**config.mk**
```make
export PLATFORM = sky130hd
export DESIGN_NAME = uart_rx_buffer
export DESIGN_NICKNAME = d
export VERILOG_FILES = /design/src/rtl/uart_rxq_pkg.sv /design/src/rtl/rxq_store.sv /design/src/rtl/rxq_ready_timer.sv /design/src/rtl/rxq_flag_bank.sv /design/src/rtl/uart_rx_buffer.sv
export SDC_FILE = /design/constraint.sdc
export NUM_CORES = 1
export LEC_CHECK = 0
export BUFFER_PORTS_ARGS = -buffer_cell sky130_fd_sc_hd__buf_2
export CAP_MARGIN = 40
export CORE_MARGIN = 10
export CORE_UTILIZATION = 60
export CTS_CLUSTER_SIZE = 28
export DETAILED_ROUTE_END_ITERATION = 10
export GPL_ROUTABILITY_DRIVEN = 0
export PLACE_DENSITY = 0.8
export SYNTH_ARGS = -nofsm -noshare
export SYNTH_HDL_FRONTEND = slang
export SYNTH_HIERARCHICAL = 1
export SYNTH_SLANG_ARGS = --single-unit
```
**constraint.sdc**
```tcl
create_clock -name clk -period 9.6 [get_ports clk]
set_input_delay 2.4 -clock clk [delete_from_list [all_inputs] [get_ports clk]]
set_output_delay 2.4 -clock clk [all_outputs]
set_load 0.02 [all_outputs]
```
**src/rtl/uart_rxq_pkg.sv**
```systemverilog
package uart_rxq_pkg;
  localparam int NFLAG      = 5;
  localparam int FL_RDY     = 0;
  localparam int FL_OVR     = 1;
  localparam int FL_BRK     = 2;
  localparam int FL_FRM     = 3;
  localparam int FL_PAR     = 4;
  localparam int CMD_SET_LSB = NFLAG;
  localparam int CMD_PULL   = 2 * NFLAG;
  localparam int CMD_FLUSH  = 2 * NFLAG + 1;
  localparam int CMD_W      = 2 * NFLAG + 2;
  localparam int ST_CNT_LSB = 6;
endpackage

```
**src/rtl/rxq_store.sv**
```systemverilog
module rxq_store #(
  parameter int DEPTH  = 16,
  parameter int CHAR_W = 8,
  localparam int AW    = (DEPTH > 1) ? $clog2(DEPTH) : 1,
  localparam int CW    = $clog2(DEPTH + 1)
) (
  input  logic              clk,
  input  logic              rst,
  input  logic              wr_req,
  input  logic [CHAR_W-1:0] wr_data,
  input  logic              rd_req,
  input  logic              flush,
  output logic              wr_acc,
  output logic              wr_drop,
  output logic [CHAR_W-1:0] rd_data,
  output logic [CW-1:0]     fill
);
  logic [CHAR_W-1:0] mem [DEPTH];
  logic [AW-1:0]     wr_ptr, rd_ptr;
  logic              rd_acc, full;

  assign full    = (fill == CW'(DEPTH));
  assign rd_acc  = rd_req && !flush && (fill != '0);
  assign wr_acc  = wr_req && !flush && (!full || rd_acc);
  assign wr_drop = wr_req && !flush && !wr_acc;

  function automatic logic [AW-1:0] nxt(input logic [AW-1:0] p);
    return (p == AW'(DEPTH - 1)) ? '0 : p + AW'(1);
  endfunction

  always_ff @(posedge clk) begin
    if (wr_acc) mem[wr_ptr] <= wr_data;
  end

  always_ff @(posedge clk) begin
    if (rd_acc) rd_data <= mem[rd_ptr];
  end

  always_ff @(posedge clk) begin
    if (rst || flush) begin
      wr_ptr <= '0;
      rd_ptr <= '0;
      fill   <= '0;
    end else begin
      if (wr_acc) wr_ptr <= nxt(wr_ptr);
      if (rd_acc) rd_ptr <= nxt(rd_ptr);
      case ({wr_acc, rd_acc})
        2'b10:   fill <= fill + CW'(1);
        2'b01:   fill <= fill - CW'(1);
        default: fill <= fill;
      endcase
    end
  end

  p_no_overflow_r3: assert property (@(posedge clk) disable iff (rst)
    fill <= CW'(DEPTH));
  p_drop_when_full_r3: assert property (@(posedge clk) disable iff (rst)
    wr_drop |-> (fill == CW'(DEPTH)));
  p_flush_empty_r9: assert property (@(posedge clk) disable iff (rst)
    flush |=> (fill == '0));
  p_pull_empty_hold_r9: assert property (@(posedge clk) disable iff (rst)
    (rd_req && fill == '0 && !wr_req) |=> $stable(rd_data));
endmodule

```
**src/rtl/rxq_ready_timer.sv**
```systemverilog
module rxq_ready_timer #(
  parameter int DLY_W = 8
) (
  input  logic             clk,
  input  logic             rst,
  input  logic             arm,
  input  logic             empty,
  input  logic             tick,
  input  logic [DLY_W-1:0] dly,
  output logic             fire
);
  logic             active;
  logic [DLY_W-1:0] rem;

  assign fire = active && (rem == '0) && !empty;

  always_ff @(posedge clk) begin
    if (rst) begin
      active <= 1'b0;
      rem    <= '0;
    end else if (arm) begin
      active <= 1'b1;
      rem    <= dly;
    end else if (empty || fire) begin
      active <= 1'b0;
    end else if (active && tick && rem != '0) begin
      rem <= rem - DLY_W'(1);
    end
  end

  p_arm_loads_r7: assert property (@(posedge clk) disable iff (rst)
    arm |=> (active && rem == $past(dly)));
  p_fire_single_r7: assert property (@(posedge clk) disable iff (rst)
    fire |=> !fire);
endmodule

```
**src/rtl/rxq_flag_bank.sv**
```systemverilog
module rxq_flag_bank #(
  parameter int N = 5
) (
  input  logic         clk,
  input  logic         rst,
  input  logic [N-1:0] hw_ev,
  input  logic [N-1:0] set_cmd,
  input  logic [N-1:0] clr_cmd,
  output logic [N-1:0] flags
);
  for (genvar i = 0; i < N; i++) begin : g_flag
    always_ff @(posedge clk) begin
      if (rst) flags[i] <= 1'b0;
      else     flags[i] <= hw_ev[i] | set_cmd[i] | (flags[i] & ~clr_cmd[i]);
    end

    p_hw_wins_r6: assert property (@(posedge clk) disable iff (rst)
      hw_ev[i] |=> flags[i]);
    p_set_wins_r5: assert property (@(posedge clk) disable iff (rst)
      set_cmd[i] |=> flags[i]);
    p_clear_r5: assert property (@(posedge clk) disable iff (rst)
      (clr_cmd[i] && !set_cmd[i] && !hw_ev[i]) |=> !flags[i]);
  end
endmodule

```
**src/rtl/uart_rx_buffer.sv**
```systemverilog
module uart_rx_buffer
  import uart_rxq_pkg::*;
#(
  parameter int DEPTH  = 16,
  parameter int CHAR_W = 8,
  parameter int DLY_W  = 8,
  localparam int CW    = $clog2(DEPTH + 1),
  localparam int ST_W  = ST_CNT_LSB + CW
) (
  input  logic              clk,
  input  logic              rst,
  input  logic              rx_valid,
  input  logic [CHAR_W-1:0] rx_char,
  input  logic              rx_brk,
  input  logic              rx_ferr,
  input  logic              rx_perr,
  input  logic              bit_tick,
  input  logic              cmd_we,
  input  logic [CMD_W-1:0]  cmd_word,
  input  logic [DLY_W-1:0]  cfg_ready_delay,
  input  logic [NFLAG-1:0]  cfg_irq_en,
  output logic [CHAR_W-1:0] rd_char,
  output logic [ST_W-1:0]   status_word,
  output logic              irq
);
  logic             wr_acc, wr_drop, flush, pull, tmr_fire;
  logic [CW-1:0]    fill;
  logic [NFLAG-1:0] hw_ev, set_cmd, clr_cmd, flags;

  assign flush   = cmd_we && cmd_word[CMD_FLUSH];
  assign pull    = cmd_we && cmd_word[CMD_PULL];
  assign clr_cmd = cmd_we ? cmd_word[NFLAG-1:0] : '0;
  assign set_cmd = cmd_we ? cmd_word[CMD_SET_LSB +: NFLAG] : '0;

  rxq_store #(.DEPTH(DEPTH), .CHAR_W(CHAR_W)) u_store (
    .clk(clk), .rst(rst),
    .wr_req(rx_valid), .wr_data(rx_char),
    .rd_req(pull), .flush(flush),
    .wr_acc(wr_acc), .wr_drop(wr_drop),
    .rd_data(rd_char), .fill(fill)
  );

  rxq_ready_timer #(.DLY_W(DLY_W)) u_timer (
    .clk(clk), .rst(rst),
    .arm(wr_acc && fill == '0),
    .empty(fill == '0),
    .tick(bit_tick),
    .dly(cfg_ready_delay),
    .fire(tmr_fire)
  );

  always_comb begin
    hw_ev         = '0;
    hw_ev[FL_RDY] = tmr_fire || (fill == CW'(DEPTH));
    hw_ev[FL_OVR] = wr_drop;
    hw_ev[FL_BRK] = rx_valid && rx_brk;
    hw_ev[FL_FRM] = rx_valid && rx_ferr;
    hw_ev[FL_PAR] = rx_valid && rx_perr;
  end

  rxq_flag_bank #(.N(NFLAG)) u_flags (
    .clk(clk), .rst(rst),
    .hw_ev(hw_ev), .set_cmd(set_cmd), .clr_cmd(clr_cmd),
    .flags(flags)
  );

  always_ff @(posedge clk) begin
    if (rst) irq <= 1'b0;
    else     irq <= |(flags & cfg_irq_en);
  end

  assign status_word = {fill, flags[FL_PAR], flags[FL_FRM], flags[FL_BRK],
                        flags[FL_OVR], 1'b0, flags[FL_RDY]};

  p_irq_mask_r10: assert property (@(posedge clk) disable iff (rst)
    1'b1 |=> (irq == $past(|(flags & cfg_irq_en))));
  p_full_ready_r8: assert property (@(posedge clk) disable iff (rst)
    (fill == CW'(DEPTH)) |=> flags[FL_RDY]);
  p_drop_overrun_r3: assert property (@(posedge clk) disable iff (rst)
    wr_drop |=> flags[FL_OVR]);
  p_spare_zero_r11: assert property (@(posedge clk) disable iff (rst)
    !status_word[1]);
endmodule

```
==> summary.txt, run 1 <==
Worst hold path
  – Hold path depth: 2
  – Hold Crit Start: u_flags/flags[0]$_SDFF_PP0_
  – Hold Path Class: reg -> reg

Detailed routing
  – Post-route ant nets: 0
  – Drt wl/cell: 21.7 um
  – DRT Pass-1 Iters: 6
  – Post-Route WL: 14600 um
  – 1st-iter DRT viols: 413
  – Routed vias/inst: 6.25
  – Post-route DRC: 0
  – Via count: 4208

Floorplan
  – Initial core utilization: 61.1%
  – FP Rows: 39
  – Chip width: 128 um
  – Die ar.: 16300 um2
  – Placeable Area: 11400 um2
  – Die height: 128 um
  – I/O pins: 61

Clocking
  – CTS Buffer Depth: 2
  – Cts repair resizes: 0
  – CTS clk-pin slew, worst paths: 0.06 ns
  – H-tree levels: 4
  – Post CTS Setup Buffer Count: 0
  – Latest clock arrival within the worst-skew pair: 0.42 ns
  – CTS Sinks: 164
  – Cts bufs inserted: 17
  – Hold Buf Count CTS: 0
  – CTS tree: yes
  – Clock root buffer: clkbuf_16

Yosys
  – Syn avg cell area: 15.5 um2
  – Library cells used by synthesis: 57
  – Seq/Total Area, Yosys: 66.5%
  – Ys Warns: 6
  – Post-Syn Area: 6980 um2
  – Post-Syn Nets: 502
  – EDFF count, synth: 136
  – FFs w/ async S/R, synth: 0%
  – #FFs+latches synth: 164
  – Post-Syn Instances: 450
  – Top FF cell, synth: edfxtp_1

Timing
  – Fmax: 214 MHz
  – Slew @ Worst Pin: 0.928 ns
  – Rel. slew slack: 37.9%
  – Setup TNS: 0 ns
  – Max Slew Vio Count: 0
  – RSZ-0062 raised after global routing: false
  – PnR worst setup slack: 4.93 ns
  – Final clock skew: 0.00636 ns
  – Final Hold Viols: 0
  – Final period util: 48.7%
  – # setup viols final: 0
  – Final min period: 4.67 ns

Setup path
  – Worst Path Required: 9.89 ns
  – CP Max Fanout: 13
  – Critical Path Most Common Cell: nand2b_1
  – Crit-path max cell delay: 0.42 ns
  – Crit path kind: in -> reg
  – Worst path top cell family by delay: simple AND/OR/NAND/NOR gates
  – CP Launch Type: input pin
  – Worst R2R Path Depth: 10
  – Worst setup EP type: register
  – Critical path arrival: 4.96 ns
  – WP depth: 11
  – Buf/Inv on CP: 2
  – Worst setup startpoint: cmd_we
  – Critical path cell sequence: buf_2 -> and2_1 -> nand2b_1 -> a21o_1 -> inv_1 -> nand2b_1 -> fa_1 -> nand2b_1 -> a21o_1 -> a311oi_1 -> nand3_1
  – Critical R2R Launch: u_store/fill[0]$_SDFFE_PP0P_
  – CP max-delay cell: fa_1

Final layout
  – FF+latch area: 4650 um2
  – P&R area growth vs syn: 14.8%
  – Post-route cell area: 8010 um2
  – Inserted Diodes: 0
  – FILL cells: 751
  – Area of the multi-input gates: 2190 um2
  – Share of layout cells above drive strength 1: 27.0%
  – Non-Filler Instances: 673
  – Final net count: 572

Place
  – Post-DP Area: 7460 um2
  – Placement Setup Slack: 4.59 ns
  – Count of buffers from port buffering: 59
  – Dpl cells: 644
  – Dpl hpwl: 9640 um

Job
  – Max cap viols: 0

Global routing
  – Total congestion overflow: 0
  – Largest net degree at the start of global routing: 37
  – Global-route wire length before repair: 23400 um
  – Global-route usage over all layers: 18.5%
  – Number of global-route vias before repair: 4325
  – Initial antenna violation count: 0

Power and ir drop
  – Final Total Pwr: 1.54 mW
  – Static Leak: 2.75 nW
  – PD cells: 192 nW/um2
  – Worst vdd ir: 0.129 mV

Outcome
  – Status: finished clean
cells by family after synthesis:
group	Yosys count	synth area share (%)
compound gates	67	7.24
xor+xnor	6	0.753
fa+ha+maj	11	2.08
buf+inv	36	2.12
flops	164	66.5
mux	37	11.0
other cells	1	0.0537
simple gates	128	10.2
through the flow:
step                util [%]  hold slack, ns
floorplan                  -           0.471
global placement        64.7           0.477
detailed placement      65.4           0.485
CTS                     70.2           0.497
global route            70.2           0.522
finish                  70.2           0.494
registers in the layout, summed over array words and instances, names as in the netlist:
| signal | cells |
|---|---|
| irq | 1 |
| u_flags/flags | 5 |
| u_store/fill | 5 |
| u_store/mem | 128 |
| u_store/rd_data | 8 |
| u_store/rd_ptr | 4 |
| u_store/wr_ptr | 4 |
| u_timer/active | 1 |
| u_timer/rem | 8 |
worst min-delay path: cells and delay by family (launching register included):
| family | cells | cell delay [ns] |
|---|---|---|
| simple gates | 1 | 0.07 |
| compound gates | 1 | 0.06 |
| flops | 1 | 0.32 |
layout by cell type (no fill, tap or decap), types with 4 or more instances in the layout:
master,synthesis,layout
a21o_1,7,7
and2_1,16,16
clkinv_1,0,5
nor3_1,7,7
mux2i_1,5,5
a211oi_1,7,7
nor3b_1,6,6
mux4_2,32,32
nand2_1,20,20
a21oi_1,13,13
inv_1,14,14
nor2_1,34,34
ha_1,10,10
clkbuf_16,0,17
a22oi_1,17,17
dfxtp_1,28,27
a311oi_1,4,4
nand2b_1,11,11
nor4_1,4,4
nand3_1,7,7
buf_4,1,13
edfxtp_1,136,136
buf_2,7,60
final cells by class:
class                   instances  area share, %
flip-flops and latches        164           58.0
multi-input cells             250           27.3
clock buffers                  20           5.45
repair buffers                 73           4.97
well taps                     143           2.23
clock inverters                 9           1.42
inverters                      14          0.656
cells in the mapped netlist (3+ instances only):
cell | n | area, um2
mux2i_1 | 5 | 50.1
nand2b_1 | 11 | 68.8
a311oi_1 | 4 | 35.0
a22oi_1 | 17 | 128
buf_2 | 7 | 35.0
a2111oi_0 | 3 | 26.3
nor4_1 | 4 | 25.0
nor3_1 | 7 | 35.0
inv_1 | 14 | 52.6
and2_1 | 16 | 100
a211oi_1 | 7 | 52.6
buf_1 | 4 | 15.0
a21o_1 | 7 | 52.6
mux4_2 | 32 | 721
nand2_1 | 20 | 75.1
nor2_1 | 34 | 128
or2_2 | 3 | 18.8
nor2b_1 | 3 | 18.8
edfxtp_1 | 136 | 4080
nor3b_1 | 6 | 45.0
nand3_1 | 7 | 35.0
clkbuf_1 | 10 | 37.5
dfxtp_1 | 28 | 561
xnor2_1 | 3 | 26.3
xor2_1 | 3 | 26.3
a21oi_1 | 13 | 65.1
ha_1 | 10 | 125
final timing paths:
check	slack [ns]	endpoint
min reg2reg	0.49	u_flags/flags[0]$_SDFF_PP0_
max reg2reg	6.67	u_store/fill[4]$_SDFFE_PP0P_
min	0.49	u_flags/flags[0]$_SDFF_PP0_
max	4.93	u_store/fill[4]$_SDFFE_PP0P_
routing by layer:
layer	track usage, %	part of all wire (%)	up-vias
met4	7.88	2.3	0
met1	23.3	41	2094
met5	0	0	-
met2	29.6	49	185
met3	4.88	7.1	35
li1	-	-	1894
where the power goes:
group | total [mW] | internal, mW | switching, mW | leakage (nW)
clock network | 0.641 | 0.399 | 0.242 | 0.267
logic | 0.103 | 0.0428 | 0.0599 | 1.03
registers | 0.795 | 0.784 | 0.0113 | 1.46
total | 1.54 | 1.23 | 0.313 | 2.75
Note: power is estimated with default switching activity, not from simulation.
==> inputs of run 2 (changes only) <==
--- a/config.mk
+++ b/config.mk
@@ -5,14 +5,15 @@
 export SDC_FILE = /design/constraint.sdc
 export NUM_CORES = 1
 export LEC_CHECK = 0
+export ABC_AREA = 1
 export BUFFER_PORTS_ARGS = -buffer_cell sky130_fd_sc_hd__buf_2
 export CAP_MARGIN = 40
 export CORE_MARGIN = 10
-export CORE_UTILIZATION = 60
+export CORE_UTILIZATION = 59
 export CTS_CLUSTER_SIZE = 28
 export DETAILED_ROUTE_END_ITERATION = 10
 export GPL_ROUTABILITY_DRIVEN = 0
-export PLACE_DENSITY = 0.8
+export PLACE_DENSITY = 0.79
 export SYNTH_ARGS = -nofsm -noshare
 export SYNTH_HDL_FRONTEND = slang
 export SYNTH_HIERARCHICAL = 1
==> constraint.sdc (replaced) <==
create_clock -name clk -period 4.55 [get_ports clk]
set_input_delay 1.1375 -clock clk [delete_from_list [all_inputs] [get_ports clk]]
set_output_delay 1.1375 -clock clk [all_outputs]
set_load 0.02 [all_outputs]
==> run 2 against run 1 <==
Flip-flop and latch count did not move. Area after synthesis rose by 3.7%. Non-clock buffer count fell by 5. Global-route usage rose by 0.47 points. Utilization fell by 1.4 points. Largest power group unchanged. Clock power rose by 130%. Design area rose by 3.1%.
==> summary.txt, run 2 <==
Setup path
  – CP Max Fanout: 13 (unchanged)
  – Critical path arrival: 3.32 ns (-1.64 ns)
  – Crit-path max cell delay: 0.46 ns (+0.04 ns)
  – Critical path cell sequence: buf_2 -> nand2_1 -> inv_1 -> inv_1 -> nor2_1 -> nand2_2 -> nand2_2 -> nand2_4 -> inv_4 -> inv_1 -> nor3_2 -> inv_1 -> nand2_4 -> clkinv_2 -> nand2_1 -> a21oi_1
  – Worst setup EP type: register
  – CP Launch Type: input pin
  – Crit path kind: in -> reg
  – CP max-delay cell: nor3_2
  – Buf/Inv on CP: 7 (+5)
  – Critical Path Most Common Cell: inv_1
  – Worst Path Required: 4.86 ns (-5.03 ns)
  – Critical R2R Launch: u_store/fill[4]$_SDFFE_PP0P_
  – Worst setup startpoint: cmd_we
  – Flop2flop setup slack: 2.07 ns (-4.60 ns)
  – Setup crit end: u_timer/rem[3]$_SDFFE_PP0P_
  – Worst R2R Path Depth: 13 (+3)
  – WP depth: 16 (+5)
  – RR Endpoint: u_timer/rem[3]$_SDFFE_PP0P_
  – Worst path top cell family by delay: simple AND/OR/NAND/NOR gates

Yosys
  – Post-Syn Area: 7240 um2 (+3.7%)
  – Ys Warns: 6 (unchanged)
  – EDFF count, synth: 136 (unchanged)
  – Syn avg cell area: 10.2 um2 (-34%)
  – Share of the synthesized area in the top cell type: 56.4% (-2.1 points)
  – FFs w/ async S/R, synth: 0% (unchanged)
  – #FFs+latches synth: 164 (unchanged)
  – Synth area leaders: edfxtp_1 (56%), nor2_1 (8.0%), dfxtp_1 (7.7%)
  – Top-count cell post-synth: nor2_1
  – Largest area contributor in the netlist: edfxtp_1
  – Top FF cell, synth: edfxtp_1
  – Seq/Total Area, Yosys: 64.1% (-2.4 points)
  – Library cells used by synthesis: 36 (-37%)
  – Post-Syn Instances: 707 (+57%)
  – Post-Syn Nets: 759 (+51%)
  – Synth cell count leaders: nor2_1 (154), edfxtp_1 (136), nand2_1 (106)

Final layout
  – Share of layout cells above drive strength 1: 14.6% (-12 points)
  – Final net count: 819 (+43%)
  – Largest registers: u_store/mem x128, u_store/rd_data x8, u_timer/rem x8
  – Inserted Diodes: 0 (unchanged)
  – Post-layout util: 68.8% (-1.4 points)
  – Largest reg by FF count: u_store/mem
  – Most frequent cells in the layout: nor2_1 (154), edfxtp_1 (136), nand2_1 (106)
  – P&R area growth vs syn: 14.1%
  – Max reg flops: 128 (unchanged)
  – Most common cell after layout, fill and taps aside: nor2_1

Timing
  – RSZ-0062 raised after global routing: false
  – Final min period: 3.02 ns
  – Fmax: 332 MHz
  – Min Hold Slack: 0.484 ns (-0.00950 ns)
  – Rel. slew slack: 40.8% (+2.9 points)
  – Setup TNS: 0 ns (unchanged)
  – Final clock skew: 0.00551 ns (-0.000853 ns)
  – Slew @ Worst Pin: 0.885 ns (-0.0428 ns)
  – Final period util: 66.3%
  – # setup viols final: 0 (unchanged)
  – Final Hold Viols: 0 (unchanged)
  – Max Slew Vio Count: 0 (unchanged)

Floorplan
  – Placeable Area: 12000 um2 (+5.2%)
  – Die height: 131 um (+2.3%)
  – Initial core utilization: 60.3% (-0.84 points)
  – FP Rows: 40 (+2.6%)
  – I/O pins: 61 (unchanged)
  – Die ar.: 17100 um2 (+4.6%)
  – Chip width: 131 um (+2.3%)

Global routing
  – Largest net degree at the start of global routing: 68 (+84%)
  – Global-route wire length before repair: 24600 um (+5.5%)
  – Number of global-route vias before repair: 5053 (+17%)
  – Initial antenna violation count: 0 (unchanged)
  – Total congestion overflow: 0 (unchanged)
  – Global-route usage over all layers: 18.9% (+0.47 points)

Place
  – Dpl hpwl: 10100 um (+5.2%)
  – Count of buffers from port buffering: 59 (unchanged)

Power and ir drop
  – PD cells: 424 nW/um2 (+120%)
  – Static Leak: 3.26 nW (+18%)
  – Worst vdd ir: 0.314 mV (+140%)

Clocking
  – CTS tree: yes
  – Post CTS Setup Buffer Count: 0 (unchanged)
  – CTS Sinks: 164 (unchanged)
  – CTS Buffer Depth: 2 (unchanged)
  – Hold Buf Count CTS: 0 (unchanged)
  – Cts bufs inserted: 17 (unchanged)
  – Clock root buffer: clkbuf_16
  – H-tree levels: 4 (unchanged)
  – Cts repair resizes: 0 (unchanged)
  – Latest clock arrival within the worst-skew pair: 0.42 ns (about the same)
  – CTS clk-pin slew, worst paths: 0.06 ns (about the same)

Detailed routing
  – Post-route DRC: 0 (unchanged)
  – Post-Route WL: 15700 um (+7.5%)
  – Via count: 5229 (+24%)
  – Routed vias/inst: 5.64 (-9.8%)
  – Drt wl/cell: 16.9 um (-22%)
  – DRT Pass-1 Iters: 5 (-1)
  – 1st-iter DRT viols: 518 (+25%)
  – Post-route ant nets: 0 (unchanged)

Outcome
  – Status: finished clean

Worst hold path
  – Hold path depth: 2 (unchanged)
  – Hold Crit Start: u_flags/flags[4]$_SDFF_PP0_
  – Hold Path Class: reg -> reg

Job
  – Max cap viols: 0 (unchanged)
## run 2: how the worst min path moves through the flow
| stage | end | slack (ns) |
|---|---|---|
| global placement | u_flags/flags[4]$_SDFF_PP0_ | 0.46 |
| CTS | u_flags/flags[4]$_SDFF_PP0_ | 0.48 |
| finish | u_flags/flags[4]$_SDFF_PP0_ | 0.48 |
| global route | u_flags/flags[4]$_SDFF_PP0_ | 0.51 |
| floorplan | u_timer/active$_SDFFE_PP0P_ | 0.46 |
| detailed placement | u_flags/flags[4]$_SDFF_PP0_ | 0.47 |
## run 2: cell families (layout without fill, tap and decap cells)
group	Yosys count	count (layout)	share of synthesized area [%]
other cells	1	1	0.0518
xor+xnor	7	7	0.847
simple gates	309	309	17.3
flops	164	164	64.1
mux	3	3	0.415
buf+inv	85	158	5.39
fa+ha+maj	11	11	2.00
compound gates	127	127	9.82
## run 2: worst reg2reg max path, cell delays in order, from the launching register on
cell and delay [ns]:
dfxtp_1 0.48, inv_1 0.07, nand3_1 0.10, nand2_2 0.11, nand2_2 0.11, nand2_4 0.09
inv_4 0.12, inv_1 0.06, nor3_2 0.46, inv_1 0.37, nand2_4 0.20, clkinv_2 0.07
nand2_1 0.06, a21oi_1 0.06
## run 2: cell type report
type                    instances  area, um2
fillers                       865       3750
clock inverters                15        189
clock buffers                  17        425
well taps                     147        184
multi-input cells             458       2210
flip-flops and latches        164       4650
inverters                      58        223
repair buffers                 68        388
## run 2: routing by layer
layer	global-route usage, %	share of wire (%)	vias to the layer above
met2	31.0	50	218
met5	0	0	-
met1	22.6	42	2465
met3	5.68	6.7	24
li1	-	-	2522
met4	8.57	1.6	0
## run 2: where the power goes
group	switching, mW	internal (mW)
Clock	0.557	0.910
Combinational	0.232	0.116
Sequential	0.0291	1.66
## run 2: per-stage QoR
step                      instance area (um2)  worst slack [ns]  power [mW]  std cells
after global placement                   7580              1.25        2.05        890
after global routing                     8260              1.26        3.64        927
after detailed placement                 7620              1.12        2.07        892
final                                    8260              1.53        3.51        927
after floorplan                          7240              1.71        1.96        707
after CTS                                8240              1.57        3.52        924
==> inputs of run 3 (changes only) <==
--- a/config.mk
+++ b/config.mk
@@ -5,7 +5,7 @@
 export SDC_FILE = /design/constraint.sdc
 export NUM_CORES = 1
 export LEC_CHECK = 0
-export ABC_AREA = 1
+export ABC_AREA = 0
 export BUFFER_PORTS_ARGS = -buffer_cell sky130_fd_sc_hd__buf_2
 export CAP_MARGIN = 40
 export CORE_MARGIN = 10
==> constraint.sdc (replaced) <==
create_clock -name clk -period 2.95 [get_ports clk]
set_input_delay 0.7375 -clock clk [delete_from_list [all_inputs] [get_ports clk]]
set_output_delay 0.7375 -clock clk [all_outputs]
set_load 0.02 [all_outputs]
==> run 3 against run 2 <==
Non-clock buffer count up 13. Total power up 50%. Utilization is 2.1 points higher. Combinational power hardly changed. Design area is 1.3% lower. Worst hold slack better by 0.0080 ns. Worst setup slack got worse by 1.0 ns. Sequential share of layout area rose by 0.70 points. Critical endpoint is now u_store/fill[4]$_SDFFE_PP0P_.
==> summary.txt, run 3 (synthesized netlist as in run 1, its figures left out) <==
Setup path
  – Worst Path Required: 3.25 ns (-1.61 ns)
  – Critical path arrival: 2.73 ns (-0.59 ns)
  – Crit path kind: in -> reg
  – CP Launch Type: input pin
  – Worst setup EP type: register
  – Worst setup startpoint: cmd_we
  – Critical R2R Launch: u_store/fill[0]$_SDFFE_PP0P_
  – CP Max Fanout: 12 (-1)

Clocking
  – CTS clk-pin slew, worst paths: 0.06 ns (about the same)
  – CTS Sinks: 164 (unchanged)
  – CTS tree: yes
  – Cts repair resizes: 0 (unchanged)
  – Hold Buf Count CTS: 0 (unchanged)
  – CTS Buffer Depth: 2 (unchanged)
  – Clock root buffer: clkbuf_16
  – Latest clock arrival within the worst-skew pair: 0.42 ns (about the same)
  – Cts bufs inserted: 17 (unchanged)
  – Post CTS Setup Buffer Count: 0 (unchanged)
  – H-tree levels: 4 (unchanged)

Worst hold path
  – Hold Crit Start: u_flags/flags[2]$_SDFF_PP0_
  – Hold Path Class: reg -> reg

Timing
  – Rel. slew slack: 39.1% (-1.7 points)
  – Setup TNS: 0 ns (unchanged)
  – Final period util: 82.4%
  – Final clock skew: 0.00711 ns (+0.00160 ns)
  – Max Slew Vio Count: 0 (unchanged)
  – Final Hold Viols: 0 (unchanged)
  – Slew @ Worst Pin: 0.910 ns (+0.0253 ns)
  – # setup viols final: 0 (unchanged)
  – Fmax: 411 MHz
  – RSZ-0062 raised after global routing: false
  – Final min period: 2.43 ns

Global routing
  – Largest net degree at the start of global routing: 38 (-44%)
  – Global-route usage over all layers: 18.6% (-0.37 points)
  – Number of global-route vias before repair: 4335 (-14%)
  – Total congestion overflow: 0 (unchanged)
  – Initial antenna violation count: 0 (unchanged)
  – Global-route wire length before repair: 23500 um (-4.7%)

Final layout
  – Final net count: 580 (-29%)
  – Largest registers: u_store/mem x128, u_store/rd_data x8, u_timer/rem x8
  – Most frequent cells in the layout: edfxtp_1 (136), buf_2 (59), nor2_1 (34)
  – Share of layout cells above drive strength 1: 29.4% (+15 points)
  – Inserted Diodes: 0 (unchanged)
  – Most common cell after layout, fill and taps aside: edfxtp_1
  – Max reg flops: 128 (unchanged)
  – P&R area growth vs syn: 16.9%
  – Largest reg by FF count: u_store/mem

Detailed routing
  – Post-route DRC: 0 (unchanged)
  – DRT Pass-1 Iters: 8 (+3)
  – Via count: 4199 (-20%)
  – Post-route ant nets: 0 (unchanged)
  – Drt wl/cell: 21.3 um (+26%)
  – Post-Route WL: 14500 um (-7.2%)
  – Routed vias/inst: 6.15 (+9.0%)
  – 1st-iter DRT viols: 365 (-30%)

Power and ir drop
  – Comb pwr share: 6.7% (-3.2 points)
  – Switching power: 1.06 mW (+29%)
  – Worst vdd ir: 0.334 mV (+6.3%)
  – Static Leak: 2.83 nW (-13%)
  – Internal Power: 4.19 mW (+56%)
  – Switching share of power: 20.2% (-3.2 points)
  – Reg power frac: 49.2% (+1.0 points)
  – Clock power frac: 44.1% (+2.3 points)
  – Final Total Pwr: 5.25 mW (+50%)
  – PD cells: 644 nW/um2 (+52%)

Place
  – Dpl hpwl: 9590 um (-5.5%)
  – Count of buffers from port buffering: 59 (unchanged)

Floorplan
  – I/O pins: 61 (unchanged)
  – Die height: 129 um (-1.5%)
  – Die ar.: 16600 um2 (-3.1%)
  – FP Rows: 39 (-2.5%)
  – Chip width: 129 um (-1.5%)
  – Placeable Area: 11500 um2 (-4.1%)
  – Initial core utilization: 60.6% (+0.32 points)

Job
  – Max cap viols: 0 (unchanged)

Outcome
  – Status: finished clean
run 3: cell count changes in the layout (fill, tap and decap cells not counted), moves of 26 or more:
cell | before | now
nor2_1 | 154 | 34
nand2_1 | 106 | 20
o21ai_0 | 56 | 2
inv_1 | 52 | 13
mux4_2 | 0 | 32
nand3_1 | 34 | 7
o21ai_1 | 27 | 1
run 3: path summary, 6_finish.rpt:
kind / end / slack, ns / cells after the start
hold reg to reg: u_flags/flags[2]$_SDFF_PP0_ / 0.49 / 2
hold / removal: u_flags/flags[2]$_SDFF_PP0_ / 0.49 / 2
setup reg to reg: u_store/fill[3]$_SDFFE_PP0P_ / 0.52 / 11
setup / recovery: u_store/fill[4]$_SDFFE_PP0P_ / 0.52 / 11
run 3: final cells by class:
cell class	instances	area, um2
Clock buffer	20	437
Multi-Input combinational cell	250	2190
Inverter	14	52.6
Clock inverter	11	184
Fill cell	723	3360
Timing Repair Buffer	81	473
Tap cell	143	179
Sequential cell	164	4650
run 3: layer usage:
metal	routed length (um)	part of all wire (%)	vias to the layer above	global-route usage (%)
met2	7300	50	171	30.5
met5	0	0	-	0
met4	198	1.4	0	6.89
met1	6030	42	2084	23.5
met3	1010	6.9	30	4.64
li1	-	-	1914	-
run 3: power by group through the flow:
stage / Clock [mW] / Combinational (mW) / Sequential [mW]
floorplan: 0 / 0.212 / 2.64
global placement: 0 / 0.336 / 2.63
finish: 2.31 / 0.350 / 2.58
detailed placement: 0 / 0.350 / 2.63
global route: 2.44 / 0.387 / 2.59
CTS: 2.35 / 0.352 / 2.58
run 3: metrics by stage:
stage                     hold WS (ns)  cells  utilization [%]  area (um2)  worst slack (ns)
final                            0.492    683             70.8        8160             0.520
after floorplan                  0.471    450                -        6980            0.0432
after CTS                        0.491    683             70.8        8160             0.515
after global routing             0.510    683             70.8        8160             0.319
after global placement           0.478    651             65.4        7530             0.157
after detailed placement         0.480    652             65.4        7540            0.0929
run 3: worst max-delay path: stages:
cell	delay (ns)
buf_2	0.15
and2_1	0.17
nand2b_1	0.19
a21o_1	0.20
inv_2	0.06
nand2b_1	0.07
fa_1	0.40
nand2b_1	0.19
a21o_1	0.19
a311oi_1	0.28
nand3_1	0.10
